### config.mk
export PLATFORM = sky130hd
export DESIGN_NAME = spi_wdt
export DESIGN_NICKNAME = d
export VERILOG_FILES = /design/src/rtl/spi_wdt_pkg.sv /design/src/rtl/spi_wdt_cfg.sv /design/src/rtl/spi_wdt_lut.sv /design/src/rtl/spi_wdt_cnt.sv /design/src/rtl/spi_wdt_flag.sv /design/src/rtl/spi_wdt.sv
export SDC_FILE = /design/constraint.sdc
export NUM_CORES = 1
export LEC_CHECK = 0
export ABC_AREA = 1
export BUFFER_PORTS_ARGS = -buffer_cell sky130_fd_sc_hd__buf_2
export CAP_MARGIN = 10
export CORE_MARGIN = 2
export CORE_UTILIZATION = 60
export CTS_BUF_LIST = sky130_fd_sc_hd__clkbuf_4
export DETAILED_ROUTE_END_ITERATION = 8
export GPL_TIMING_DRIVEN = 0
export PLACE_DENSITY = 0.78
export SYNTH_ARGS = -nofsm -noshare
export SYNTH_HDL_FRONTEND = slang
export SYNTH_SLANG_ARGS = --single-unit
### constraint.sdc
create_clock -name clk_i -period 3.4 [get_ports clk_i]
set_input_delay 0.51 -clock clk_i [delete_from_list [all_inputs] [get_ports clk_i]]
set_output_delay 0.51 -clock clk_i [all_outputs]
set_load 0.05 [all_outputs]
### src/rtl/spi_wdt_pkg.sv
package spi_wdt_pkg;

  localparam int unsigned SEL_W   = 3;
  localparam int unsigned NUM_SEL = 1 << SEL_W;
  localparam logic [SEL_W-1:0] SEL_RST = 3'b100;

  function automatic longint unsigned period_ms(input int unsigned code);
    case (code)
      0:       return 64'd50;
      1:       return 64'd100;
      2:       return 64'd500;
      3:       return 64'd1000;
      4:       return 64'd2000;
      5:       return 64'd3000;
      6:       return 64'd4000;
      default: return 64'd5000;
    endcase
  endfunction

  function automatic longint unsigned term_ticks(input longint unsigned hz,
                                                 input int unsigned code);
    return (hz * period_ms(code)) / 64'd1000;
  endfunction

endpackage

### src/rtl/spi_wdt_cfg.sv
module spi_wdt_cfg
  import spi_wdt_pkg::*;
(
  input  logic             clk_i,
  input  logic             rst_ni,
  input  logic             sel_we_i,
  input  logic [SEL_W-1:0] sel_wdata_i,
  input  logic             en_we_i,
  input  logic             en_wdata_i,
  output logic [SEL_W-1:0] sel_o,
  output logic             en_o
);

  logic [SEL_W-1:0] sel_q;
  logic             en_q;

  always_ff @(posedge clk_i or negedge rst_ni) begin
    if (!rst_ni) begin
      sel_q <= SEL_RST;
      en_q  <= 1'b0;
    end else begin
      if (sel_we_i) sel_q <= sel_wdata_i;
      if (en_we_i)  en_q  <= en_wdata_i;
    end
  end

  assign sel_o = sel_q;
  assign en_o  = en_q;


  rst_default_chk: assert property (@(posedge clk_i) disable iff (!rst_ni)
    $rose(rst_ni) |-> (sel_q == SEL_RST) && !en_q);

endmodule

### src/rtl/spi_wdt_lut.sv
module spi_wdt_lut
  import spi_wdt_pkg::*;
#(
  parameter longint unsigned TICK_HZ = 64'd3_686_400,
  parameter int unsigned     CNT_W   = 25
) (
  input  logic [SEL_W-1:0] sel_i,
  output logic [CNT_W-1:0] lim_o
);

  logic [CNT_W-1:0] tbl [NUM_SEL];

  for (genvar g = 0; g < NUM_SEL; g++) begin : g_ent
    assign tbl[g] = CNT_W'(term_ticks(TICK_HZ, g));
  end

  assign lim_o = tbl[sel_i];

endmodule

### src/rtl/spi_wdt_cnt.sv
module spi_wdt_cnt #(
  parameter int unsigned CNT_W = 25
) (
  input  logic             clk_i,
  input  logic             rst_ni,
  input  logic             en_i,
  input  logic             tick_i,
  input  logic             restart_i,
  input  logic [CNT_W-1:0] lim_i,
  output logic             hit_o,
  output logic             evt_o
);

  logic [CNT_W-1:0] cnt_q, lim_q, cnt_inc;
  logic             run_q, evt_q, hit;

  assign cnt_inc = cnt_q + CNT_W'(1);

  always_comb begin
    hit = 1'b0;
    if (en_i && !restart_i && run_q && tick_i && (cnt_inc == lim_q)) hit = 1'b1;
  end

  always_ff @(posedge clk_i or negedge rst_ni) begin
    if (!rst_ni) begin
      cnt_q <= '0;
      lim_q <= '0;
      run_q <= 1'b0;
      evt_q <= 1'b0;
    end else begin
      evt_q <= hit;
      if (!en_i || restart_i) begin
        // limit latched only here
        cnt_q <= '0;
        lim_q <= lim_i;
        run_q <= 1'b1;
      end else if (run_q && tick_i) begin
        cnt_q <= cnt_inc;
        if (hit) run_q <= 1'b0;
      end
    end
  end

  assign hit_o = hit;
  assign evt_o = evt_q;


  cnt_bound_chk: assert property (@(posedge clk_i) disable iff (!rst_ni)
    cnt_q <= lim_q);

  restart_zero_chk: assert property (@(posedge clk_i) disable iff (!rst_ni)
    (en_i && restart_i) |=> (cnt_q == '0));

  evt_single_chk: assert property (@(posedge clk_i) disable iff (!rst_ni)
    evt_q |=> !evt_q);

  dis_no_evt_chk: assert property (@(posedge clk_i) disable iff (!rst_ni)
    !en_i |=> (!evt_q && cnt_q == '0));

  hold_no_tick_chk: assert property (@(posedge clk_i) disable iff (!rst_ni)
    (en_i && !tick_i && !restart_i) |=> $stable(cnt_q));

endmodule

### src/rtl/spi_wdt_flag.sv
module spi_wdt_flag (
  input  logic clk_i,
  input  logic rst_ni,
  input  logic set_i,
  input  logic clr_i,
  output logic flag_o
);

  logic flag_q;

  always_ff @(posedge clk_i or negedge rst_ni) begin
    if (!rst_ni)     flag_q <= 1'b0;
    else if (set_i)  flag_q <= 1'b1;
    else if (clr_i)  flag_q <= 1'b0;
  end

  assign flag_o = flag_q;


  flag_set_chk: assert property (@(posedge clk_i) disable iff (!rst_ni)
    set_i |=> flag_q);

  flag_clr_chk: assert property (@(posedge clk_i) disable iff (!rst_ni)
    (clr_i && !set_i) |=> !flag_q);

endmodule

### src/rtl/spi_wdt.sv
module spi_wdt
  import spi_wdt_pkg::*;
#(
  parameter longint unsigned TICK_HZ = 64'd3_686_400
) (
  input  logic             clk_i,
  input  logic             rst_ni,
  input  logic             tick_i,
  input  logic             sel_we_i,
  input  logic [SEL_W-1:0] sel_wdata_i,
  input  logic             en_we_i,
  input  logic             en_wdata_i,
  input  logic             frame_i,
  input  logic             clr_i,
  output logic             timeout_o,
  output logic             timeout_evt_o
);

  localparam int unsigned CNT_W = $clog2(term_ticks(TICK_HZ, NUM_SEL - 1) + 64'd1);

  logic [SEL_W-1:0] sel;
  logic             en, hit, restart;
  logic [CNT_W-1:0] lim;

  assign restart = frame_i | clr_i;

  spi_wdt_cfg u_cfg (
    .clk_i       (clk_i),
    .rst_ni      (rst_ni),
    .sel_we_i    (sel_we_i),
    .sel_wdata_i (sel_wdata_i),
    .en_we_i     (en_we_i),
    .en_wdata_i  (en_wdata_i),
    .sel_o       (sel),
    .en_o        (en)
  );

  spi_wdt_lut #(.TICK_HZ(TICK_HZ), .CNT_W(CNT_W)) u_lut (
    .sel_i (sel),
    .lim_o (lim)
  );

  spi_wdt_cnt #(.CNT_W(CNT_W)) u_cnt (
    .clk_i     (clk_i),
    .rst_ni    (rst_ni),
    .en_i      (en),
    .tick_i    (tick_i),
    .restart_i (restart),
    .lim_i     (lim),
    .hit_o     (hit),
    .evt_o     (timeout_evt_o)
  );

  spi_wdt_flag u_flag (
    .clk_i  (clk_i),
    .rst_ni (rst_ni),
    .set_i  (hit),
    .clr_i  (clr_i),
    .flag_o (timeout_o)
  );


  evt_flag_chk: assert property (@(posedge clk_i) disable iff (!rst_ni)
    timeout_evt_o |-> timeout_o);

  idle_no_flag_chk: assert property (@(posedge clk_i) disable iff (!rst_ni)
    (!en && !timeout_o) |=> !timeout_o);

endmodule

==> run metrics, run 1 <==
core area around 4700 µm²; cell internal power dissipation ~670 µW; horizontal die dimension between 70 and 80 µm; worst-case headroom to the max-slew limit 0.347; cells on worst reg2reg path 11; clock tree from TritonCTS done; most frequent cells in the layout sky130_fd_sc_hd__nand2_1, sky130_fd_sc_hd__inv_1, sky130_fd_sc_hd__nand3_1; post-synthesis net count around 450; count of nets after finishing between 400 and 500; endpoint required time on the critical path about 3.7 ns; filler instances approximately 420; worst min-delay path category in2async; Post-Syn Area between 2000 and 3000 µm²; Top FF cell, synth sky130_fd_sc_hd__dfrtp_1; number of storage elements in the synthesis netlist 43; die height 73.6 µm; switching power as a share of total power 0.294; area of the die between 5000 and 6000 µm²; fraction of power consumed by sequential logic 0.588; number of iterations in the first detailed-routing pass 5; combined flip-flop and latch cell area around 1100 µm²; actual transition at the worst max-transition pin approximately 0.98 ns; Post-synth ARST share 1.00; first-iteration detailed-routing DRC count 184; unrepaired setup endpoints after global routing no; starting utilization of the core area 0.620; share of final-layout standard cells stronger than drive strength 1 0.0911; Clock transition at path regs ~0.13 ns; aggregate routed wire length about 7100 µm; WL/cell 14.0 µm; Clock Path Buffers 2; most common library cell in the layout ignoring fill and taps sky130_fd_sc_hd__nand2_1; H-Tree Level Count 2; final setup violation count 0; number of buffer cells added on primary ports 12; end-of-flow core utilization 0.659; clock network fraction of total power 0.278; ANT nets after route 0; Max Clock Skew 0.00741 ns; overflow left after global routing 0; register-to-register setup slack approximately 1.2 ns; CTS Hold Buffers Added 0; Crit Path Max Fanout 5; WS Path Type reg2reg; antenna violations before repair 0; Netlist cell types 28; portion of the post-synthesis area used by sequential elements 0.370; Syn-to-layout area delta 6.37%; endpoint kind of the worst setup timing path flip-flop; maximum resistive drop on vdd about 240 µV; Yosys warnings 0; arrival time at the worst endpoint between 2 and 3 ns; via count of the first global-routing pass about 2700; count of pins over their slew limit 0; status complete, no violations; ratio of routed vias to standard cells 5.58; max capacitance violation total 0; Final period util 0.644; synthesized netlist cell count between 400 and 500; global-route wire length before repair ~12000 µm; setup_tns 0 ns; Logic pwr share 0.134; clock root buffer sky130_fd_sc_hd__clkbuf_4; clock latency of the later-clocked register in the worst-skew pair between 0.3 and 0.4 ns; post-CTS setup buffer count 0; number of placed I/O pins 13; number of antenna cells inserted 0; Period minus WS final approximately 2.2 ns; Power Density ~300 nW/µm²; routed via count between 2000 and 3000; standby leakage power 1.46 nW; origin of the critical flop-to-flop path u_cnt.cnt_q[0]; Critical Path Start Type flip-flop; Detail Placement HPWL approximately 5500 µm; GR Util All Layers 0.294; post_cts resized 0; Clock Sinks 43; capture point of the worst reg-to-reg path u_flag.flag_o; hold violation count in the final report 0; placer congestion estimate 0.963; Inserted Clock Buffers 5; area taken by multi-input logic gates 1580 µm²; Net Sw Power ~280 µW; maximum clock rate 457 MHz; Placement Rows 25; detailed-route DRC error count 0; pin count of the biggest net entering global routing 44; mean post-synth cell area about 6.8 µm²; EDFF count, synth 0
==> cells by family after synthesis <==
family / after synthesis / synth area share
buffers and inverters: 67 / 0.0865
XOR/XNOR: 2 / 0.00603
AO/OA/AOI/OAI: 52 / 0.104
AND/OR/NAND/NOR: 260 / 0.407
adder cells (fa/ha/maj): 5 / 0.0215
multiplexers: 1 / 0.00387
flip-flops: 43 / 0.370
==> cells in the mapped netlist (3+ instances only) <==
cell | count | area share
sky130_fd_sc_hd__nand2_1 | 144 | 0.19
sky130_fd_sc_hd__nand3b_1 | 3 | 0.0077
sky130_fd_sc_hd__nor2_4 | 7 | 0.027
sky130_fd_sc_hd__nor2_1 | 42 | 0.054
sky130_fd_sc_hd__o21ai_1 | 3 | 0.0052
sky130_fd_sc_hd__inv_1 | 58 | 0.075
sky130_fd_sc_hd__o22ai_1 | 26 | 0.056
sky130_fd_sc_hd__nand2_2 | 3 | 0.0065
sky130_fd_sc_hd__nand3_1 | 46 | 0.079
sky130_fd_sc_hd__dfrtp_1 | 42 | 0.36
sky130_fd_sc_hd__o21ai_0 | 18 | 0.031
sky130_fd_sc_hd__ha_1 | 5 | 0.022
sky130_fd_sc_hd__nand4_1 | 5 | 0.011
sky130_fd_sc_hd__clkbuf_1 | 7 | 0.0090
==> sequential cells by signal (all words and copies together), names as in the netlist <==
| signal | flops |
|---|---|
| u_cnt.run_q | 1 |
| u_cfg.sel_o | 3 |
| u_flag.flag_o | 1 |
| u_cnt.lim_q | 11 |
| u_cnt.evt_o | 1 |
| u_cfg.en_o | 1 |
| u_cnt.cnt_q | 25 |
==> critical path, cell delays in order, from the launching register on <==
cell,delay (ns)
sky130_fd_sc_hd__dfrtp_1,0.44
sky130_fd_sc_hd__ha_1,0.25
sky130_fd_sc_hd__nand3_1,0.15
sky130_fd_sc_hd__nor2_1,0.27
sky130_fd_sc_hd__nand2_1,0.20
sky130_fd_sc_hd__o21ai_1,0.20
sky130_fd_sc_hd__nand3_1,0.09
sky130_fd_sc_hd__nand2_1,0.11
sky130_fd_sc_hd__nand2_1,0.06
sky130_fd_sc_hd__nor2_1,0.22
sky130_fd_sc_hd__nand2_1,0.10
sky130_fd_sc_hd__nand2_1,0.07
==> routing by layer <==
layer	track usage	wire, µm
met1	0.372	3090
met2	0.493	3450
met3	0.0453	319
met4	0.129	206
met5	0	0
==> cell type report <==
| cell class | count | share of cell area |
|---|---|---|
| Buffer | 7 | 0.00850 |
| Clock buffer | 6 | 0.0146 |
| Clock inverter | 2 | 0.00405 |
| Inverter | 60 | 0.0728 |
| Multi-Input combinational cell | 320 | 0.511 |
| Sequential cell | 43 | 0.348 |
| Tap cell | 54 | 0.0218 |
| Timing Repair Buffer | 12 | 0.0194 |
==> through the flow <==
stage / cells / setup slack, ns / power (mW) / hold slack (ns) / cell area, µm²
floorplan: 430 / 1.69 / 0.645 / 0.214 / 2910
global placement: 496 / 1.23 / 0.689 / 0.460 / 3040
detailed placement: 496 / 1.24 / 0.693 / 0.491 / 3040
CTS: 504 / 1.23 / 0.952 / 0.317 / 3090
global route: 504 / 0.955 / 1.00 / 0.352 / 3090
finish: 504 / 1.21 / 0.947 / 0.285 / 3090
==> worst max-delay path by stage <==
stage / start / end / cells past startpoint
after CTS: u_cnt.cnt_q[0] / u_flag.flag_o / 11
after global routing: u_cnt.cnt_q[0] / u_flag.flag_o / 11
after detailed placement: clr_i / u_flag.flag_o / 12
final: u_cnt.cnt_q[0] / u_flag.flag_o / 11
after global placement: frame_i / u_cnt.run_q / 11
after floorplan: u_cnt.cnt_q[0] / u_cnt.run_q / 12
==> power groups by stage <==
stage / Combinational (mW) / Clock, mW / Sequential (mW)
floorplan: 0.0856 / 0 / 0.560
global placement: 0.124 / 0 / 0.565
detailed placement: 0.126 / 0 / 0.566
CTS: 0.127 / 0.269 / 0.556
global route: 0.147 / 0.291 / 0.561
finish: 0.127 / 0.263 / 0.557
Power figures use the tool's default switching activity.
==> inputs of run 2 (changes only) <==
==> constraint.sdc (replaced) <==
create_clock -name clk_i -period 2.2 [get_ports clk_i]
set_input_delay 0.33 -clock clk_i [delete_from_list [all_inputs] [get_ports clk_i]]
set_output_delay 0.33 -clock clk_i [all_outputs]
set_load 0.05 [all_outputs]
==> run 2 against run 1 <==
Cell count is the same. Wire length grew 0.21%. Critical path depth grew 2. Clock skew grew 0.00096 ns. Global-route usage is the same. Clock-buffer cell count is the same. Flip-flop and latch count is the same. Critical path type unchanged. Critical endpoint unchanged.
==> run metrics, run 2 (synthesis results as in run 1) <==
arrival time at the worst endpoint 2.32 ns (was 2.50 ns); worst min-delay path category in2async (unchanged); slowest cell delay on critical path 0.45 ns (was 0.44 ns); Period minus WS final 2.02 ns (was 2.19 ns); number of buffer cells added on primary ports 12 (unchanged); standby leakage power 1.45 nW (was 1.46 nW); aggregate routed wire length 7070 µm (was 7060 µm); overflow left after global routing 0 (unchanged); Clock Path Buffers 2 (unchanged); count of nets after finishing 465 (unchanged); most common library cell in the layout ignoring fill and taps sky130_fd_sc_hd__nand2_1 (unchanged); Inserted Clock Buffers 5 (unchanged); Clock Sinks 43 (unchanged); slowest stage cell on the critical path sky130_fd_sc_hd__dfrtp_1 (unchanged); detailed-route DRC error count 0 (unchanged); origin of the critical flop-to-flop path u_cnt.cnt_q[1] (was u_cnt.cnt_q[0]); number of antenna cells inserted 0 (unchanged); starting utilization of the core area 0.620 (unchanged); Final period util 0.916 (was 0.644); Crit. Startpoint u_cnt.cnt_q[1] (was u_cnt.cnt_q[0]); actual transition at the worst max-transition pin 0.975 ns (was 0.979 ns); CTS Hold Buffers Added 0 (unchanged); Max Clock Skew 0.00837 ns (was 0.00741 ns); maximum clock rate 496 MHz (was 457 MHz); maximum resistive drop on vdd 377 µV (was 242 µV); Critical Path Start Type flip-flop (unchanged); endpoint kind of the worst setup timing path flip-flop (unchanged); unrepaired setup endpoints after global routing no (unchanged); max capacitance violation total 0 (unchanged); Crit Path Max Fanout 6 (was 5); family of cells with the greatest summed delay on the critical path simple AND/OR/NAND/NOR gates (unchanged); WL/cell 14.0 µm (about the same); pin count of the biggest net entering global routing 44 (unchanged); number of iterations in the first detailed-routing pass 5 (unchanged); placer congestion estimate 0.963 (unchanged); Syn-to-layout area delta 7.01% (was 6.37%); horizontal die dimension 73.6 µm (unchanged); worst-case headroom to the max-slew limit 0.350 (was 0.347); cells along the critical path ha_4 > nand2_2 > nor2_8 > nand2_4 > nor2_2 > nand4_1 > nand2_1 > nand2_1 > nand2_1 > nand2_1 > nor2_2 > nand2_1 > nand2_1 (was ha_1 > nand3_1 > nor2_1 > nand2_1 > o21ai_1 > nand3_1 > nand2_1 > nand2_1 > nor2_1 > nand2_1 > nand2_1); Final Power 1.46 mW (was 947 µW); Power Density 471 nW/µm² (was 306 nW/µm²); antenna violations before repair 0 (unchanged); H-Tree Level Count 2 (unchanged); post_cts resized 0 (unchanged); endpoint required time on the critical path 2.51 ns (was 3.71 ns); die height 73.6 µm (unchanged); share of final-layout standard cells stronger than drive strength 1 0.100 (was 0.0911); CP most frequent cell sky130_fd_sc_hd__nand2_1 (unchanged); first-iteration detailed-routing DRC count 207 (was 184); hold violation count in the final report 0 (unchanged); GR Util All Layers 0.294 (unchanged); number of placed I/O pins 13 (unchanged); Placement Rows 25 (unchanged); WS Path Type reg2reg (unchanged); post-CTS setup buffer count 0 (unchanged); routed via count 2811 (was 2812); core area 4690 µm² (unchanged); clock tree from TritonCTS done (unchanged); Detail Placement HPWL 5490 µm (unchanged); setup_tns 0 ns (unchanged); ANT nets after route 0 (unchanged); clock root buffer sky130_fd_sc_hd__clkbuf_4 (unchanged); count of pins over their slew limit 0 (unchanged); most frequent cells in the layout sky130_fd_sc_hd__nand2_1, sky130_fd_sc_hd__inv_1, sky130_fd_sc_hd__nand3_1 (unchanged); number of flip-flops in the largest register 25 (unchanged); via count of the first global-routing pass 2658 (unchanged); critical path buffer and inverter count 0 (unchanged); status complete, no violations (unchanged); area of the die 5420 µm² (unchanged); clock latency of the later-clocked register in the worst-skew pair 0.37 ns (was 0.36 ns); global-route wire length before repair 12000 µm (unchanged); Clock transition at path regs 0.13 ns (about the same); final setup violation count 0 (unchanged); ratio of routed vias to standard cells 5.58 (about the same); Top reg by flops u_cnt.cnt_q (unchanged)
==> run 2: cell counts in the layout (fill, tap and decap cells not counted) <==
Identical to the previous run, type by type.
==> run 2: layout make-up <==
class | instances | area [µm²]
well taps | 54 | 67.6
repair buffers | 12 | 60.1
flip-flops and latches | 43 | 1080
multi-input cells | 320 | 1600
inverters | 60 | 225
plain buffers | 7 | 26.3
fillers | 420 | 1580
clock buffers | 6 | 45.0
clock inverters | 2 | 12.5
==> run 2: routing by layer <==
metal,vias to the layer above,wire [µm],track usage,part of all wire
met5,-,0,0,0
li1,1422,-,-,-
met4,0,227,0.129,0.032
met1,1291,3050,0.372,0.43
met2,78,3430,0.493,0.48
met3,20,368,0.0453,0.052
==> run 2: where the power goes <==
group          switching, mW  internal, mW  total (mW)
Sequential            0.0336         0.828       0.861
Combinational          0.126        0.0715       0.198
Clock                  0.270         0.136       0.406
==> run 2: per-stage QoR <==
stage / hold slack (ns) / util / cell area [µm²] / setup WS (ns) / cells
floorplan: 0.0344 / - / 2910 / 0.494 / 430
global route: 0.173 / 0.663 / 3110 / 0.0198 / 504
finish: 0.103 / 0.663 / 3110 / 0.185 / 504
CTS: 0.137 / 0.659 / 3090 / 0.0330 / 504
global placement: 0.460 / 0.647 / 3040 / 0.0719 / 496
detailed placement: 0.491 / 0.647 / 3040 / 0.0611 / 496
==> run 2: worst paths after layout <==
check / end / slack, ns / depth (start not counted)
min: u_cnt.cnt_q[9] / 0.10 / 1
max in group asynchronous: u_cnt.cnt_q[0] / 1.43 / 1
max reg2reg: u_flag.flag_o / 0.18 / 13
min in group clk_i: u_cfg.sel_o[1] / 0.17 / 3
min reg2reg: u_flag.flag_o / 0.52 / 2
max: u_flag.flag_o / 0.18 / 13
==> inputs of run 3 (changes only) <==
--- a/config.mk
+++ b/config.mk
@@ -13,7 +13,7 @@
 export CTS_BUF_LIST = sky130_fd_sc_hd__clkbuf_4
 export DETAILED_ROUTE_END_ITERATION = 8
 export GPL_TIMING_DRIVEN = 0
-export PLACE_DENSITY = 0.78
+export PLACE_DENSITY_LB_ADDON = 0.05
 export SYNTH_ARGS = -nofsm -noshare
 export SYNTH_HDL_FRONTEND = slang
 export SYNTH_SLANG_ARGS = --single-unit
==> run 3 against run 2 <==
Clock-buffer cell count unchanged. First-iteration DRC count down 11%. Critical path depth unchanged. Register-to-register slack about the same. Design area up 0.20%. Worst setup slack better by 0.0013 ns. Die area unchanged.
==> run metrics, run 3 (synthesis results as in run 1) <==
status complete, no violations (unchanged); ratio of routed vias to standard cells 5.65 (was 5.58); Period minus WS final 2.01 ns (was 2.02 ns); antenna violations before repair 0 (unchanged); H-Tree Level Count 2 (unchanged); WL/cell 13.8 µm (was 14.0 µm); horizontal die dimension 73.6 µm (unchanged); routed via count 2860 (was 2811); arrival time at the worst endpoint 2.32 ns (about the same); Clock transition at path regs 0.13 ns (about the same); via count of the first global-routing pass 2583 (was 2658); Crit Path Max Fanout 6 (unchanged); share of final-layout standard cells stronger than drive strength 1 0.104 (was 0.100); hold violation count in the final report 0 (unchanged); pin count of the biggest net entering global routing 44 (unchanged); Inserted Clock Buffers 5 (unchanged); aggregate routed wire length 6990 µm (was 7070 µm); starting utilization of the core area 0.620 (unchanged); Detail Placement HPWL 5450 µm (was 5490 µm); Syn-to-layout area delta 7.23% (was 7.01%); core area 4690 µm² (unchanged); most common library cell in the layout ignoring fill and taps sky130_fd_sc_hd__nand2_1 (unchanged); number of buffer cells added on primary ports 12 (unchanged); number of antenna cells inserted 0 (unchanged); number of iterations in the first detailed-routing pass 5 (unchanged); placer congestion estimate 0.967 (was 0.963); standby leakage power 1.46 nW (was 1.45 nW); maximum resistive drop on vdd 366 µV (was 377 µV); area taken by multi-input logic gates 1590 µm² (was 1600 µm²); Final period util 0.915 (was 0.916); most frequent cells in the layout sky130_fd_sc_hd__nand2_1, sky130_fd_sc_hd__inv_1, sky130_fd_sc_hd__nand3_1 (unchanged); endpoint required time on the critical path 2.50 ns (was 2.51 ns); worst min-delay path category in2async (unchanged); overflow left after global routing 0 (unchanged); Top reg by flops u_cnt.cnt_q (unchanged); CTS Hold Buffers Added 0 (unchanged); Critical Path Start Type flip-flop (unchanged); detailed-route DRC error count 0 (unchanged); number of flip-flops in the largest register 25 (unchanged); setup_tns 0 ns (unchanged); clock latency of the later-clocked register in the worst-skew pair 0.36 ns (was 0.37 ns); maximum clock rate 497 MHz (was 496 MHz); global-route wire length before repair 11700 µm (was 12000 µm); Power Density 470 nW/µm² (was 471 nW/µm²); Placement Rows 25 (unchanged); count of pins over their slew limit 0 (unchanged); final setup violation count 0 (unchanged); Clock Sinks 43 (unchanged); clock root buffer sky130_fd_sc_hd__clkbuf_4 (unchanged); filler instances 451 (was 420); combined flip-flop and latch cell area 1080 µm² (about the same); area of the die 5420 µm² (unchanged); unrepaired setup endpoints after global routing no (unchanged); tightest hold margin 0.104 ns (was 0.103 ns); endpoint kind of the worst setup timing path flip-flop (unchanged); count of nets after finishing 467 (was 465); clock tree from TritonCTS done (unchanged); max capacitance violation total 0 (unchanged); die height 73.6 µm (unchanged); Clock Path Buffers 2 (unchanged); first-iteration detailed-routing DRC count 185 (was 207); worst-case headroom to the max-slew limit 0.362 (was 0.350); ANT nets after route 0 (unchanged); WS Path Type reg2reg (unchanged); GR Util All Layers 0.281 (was 0.294); actual transition at the worst max-transition pin 0.957 ns (was 0.975 ns); number of placed I/O pins 13 (unchanged); Max Clock Skew 0.0105 ns (was 0.00837 ns)
==> run 3: changes by cell type in the layout (fill, tap and decap cells not counted), sizes merged <==
cell and delta:
buf +2
==> run 3: worst max-delay path, cell delays in order, from the launching register on <==
cell	delay, ns
sky130_fd_sc_hd__dfrtp_1	0.42
sky130_fd_sc_hd__ha_2	0.23
sky130_fd_sc_hd__nand2_2	0.10
sky130_fd_sc_hd__nor2_8	0.16
sky130_fd_sc_hd__nand2_4	0.09
sky130_fd_sc_hd__nor2_2	0.17
sky130_fd_sc_hd__nand4_1	0.14
sky130_fd_sc_hd__nand2_1	0.12
sky130_fd_sc_hd__nand2_1	0.05
sky130_fd_sc_hd__nand2_1	0.09
sky130_fd_sc_hd__nand2_1	0.08
sky130_fd_sc_hd__nor2_2	0.17
sky130_fd_sc_hd__nand2_1	0.09
sky130_fd_sc_hd__nand2_1	0.06
==> run 3: final timing paths <==
| path | start | end | slack [ns] | depth (start not counted) |
|---|---|---|---|---|
| worst min-delay path | rst_ni | u_cnt.cnt_q[5] | 0.10 | 1 |
| worst max-delay path | u_cnt.cnt_q[0] | u_flag.flag_o | 0.19 | 13 |
| worst min register to register | u_flag.flag_o | u_flag.flag_o | 0.50 | 2 |
| min in group clk_i | sel_wdata_i[1] | u_cfg.sel_o[1] | 0.16 | 3 |
| worst max register to register | u_cnt.cnt_q[0] | u_flag.flag_o | 0.19 | 13 |
| max in group asynchronous | rst_ni | u_cnt.lim_q[23] | 1.51 | 1 |
==> run 3: repair_timing <==
action / CTS / global route
resized for setup: 0 / 4
buffers inserted: 0 / 2
setup endpoints to repair: 0 / 3
==> run 3: routing by layer <==
| metal | vias up | wire length (µm) | global-route usage |
|---|---|---|---|
| met5 | - | 0 | 0 |
| met4 | 0 | 172 | 0.103 |
| met3 | 20 | 346 | 0.0508 |
| met2 | 88 | 3310 | 0.465 |
| met1 | 1326 | 3160 | 0.366 |
| li1 | 1426 | - | - |
==> run 3: per-stage QoR <==
step / total power [mW] / util / instance area [µm²] / instances / worst slack, ns
after floorplan: 0.997 / - / 2910 / 430 / 0.494
after global placement: 1.06 / 0.647 / 3040 / 496 / 0.123
after detailed placement: 1.07 / 0.647 / 3040 / 496 / 0.106
after CTS: 1.47 / 0.659 / 3090 / 504 / 0.0702
after global routing: 1.55 / 0.665 / 3120 / 506 / 0.00883
final: 1.46 / 0.665 / 3120 / 506 / 0.186
==> run 3: area by class of cell <==
class / instances / share of cell area
buffer: 7 / 0.00843
multi-input combinational: 320 / 0.510
inverter: 60 / 0.0722
clock inverter: 2 / 0.00401
clock buffer: 6 / 0.0144
tap: 54 / 0.0217
sequential: 43 / 0.346
timing repair buffer: 14 / 0.0241
==> run 3: power breakdown <==
| part | switching (mW) | total [mW] | internal [mW] |
|---|---|---|---|
| Sequential | 0.0331 | 0.861 | 0.828 |
| Combinational | 0.126 | 0.198 | 0.0723 |
| Clock | 0.270 | 0.406 | 0.136 |
| Total | 0.428 | 1.46 | 1.04 |
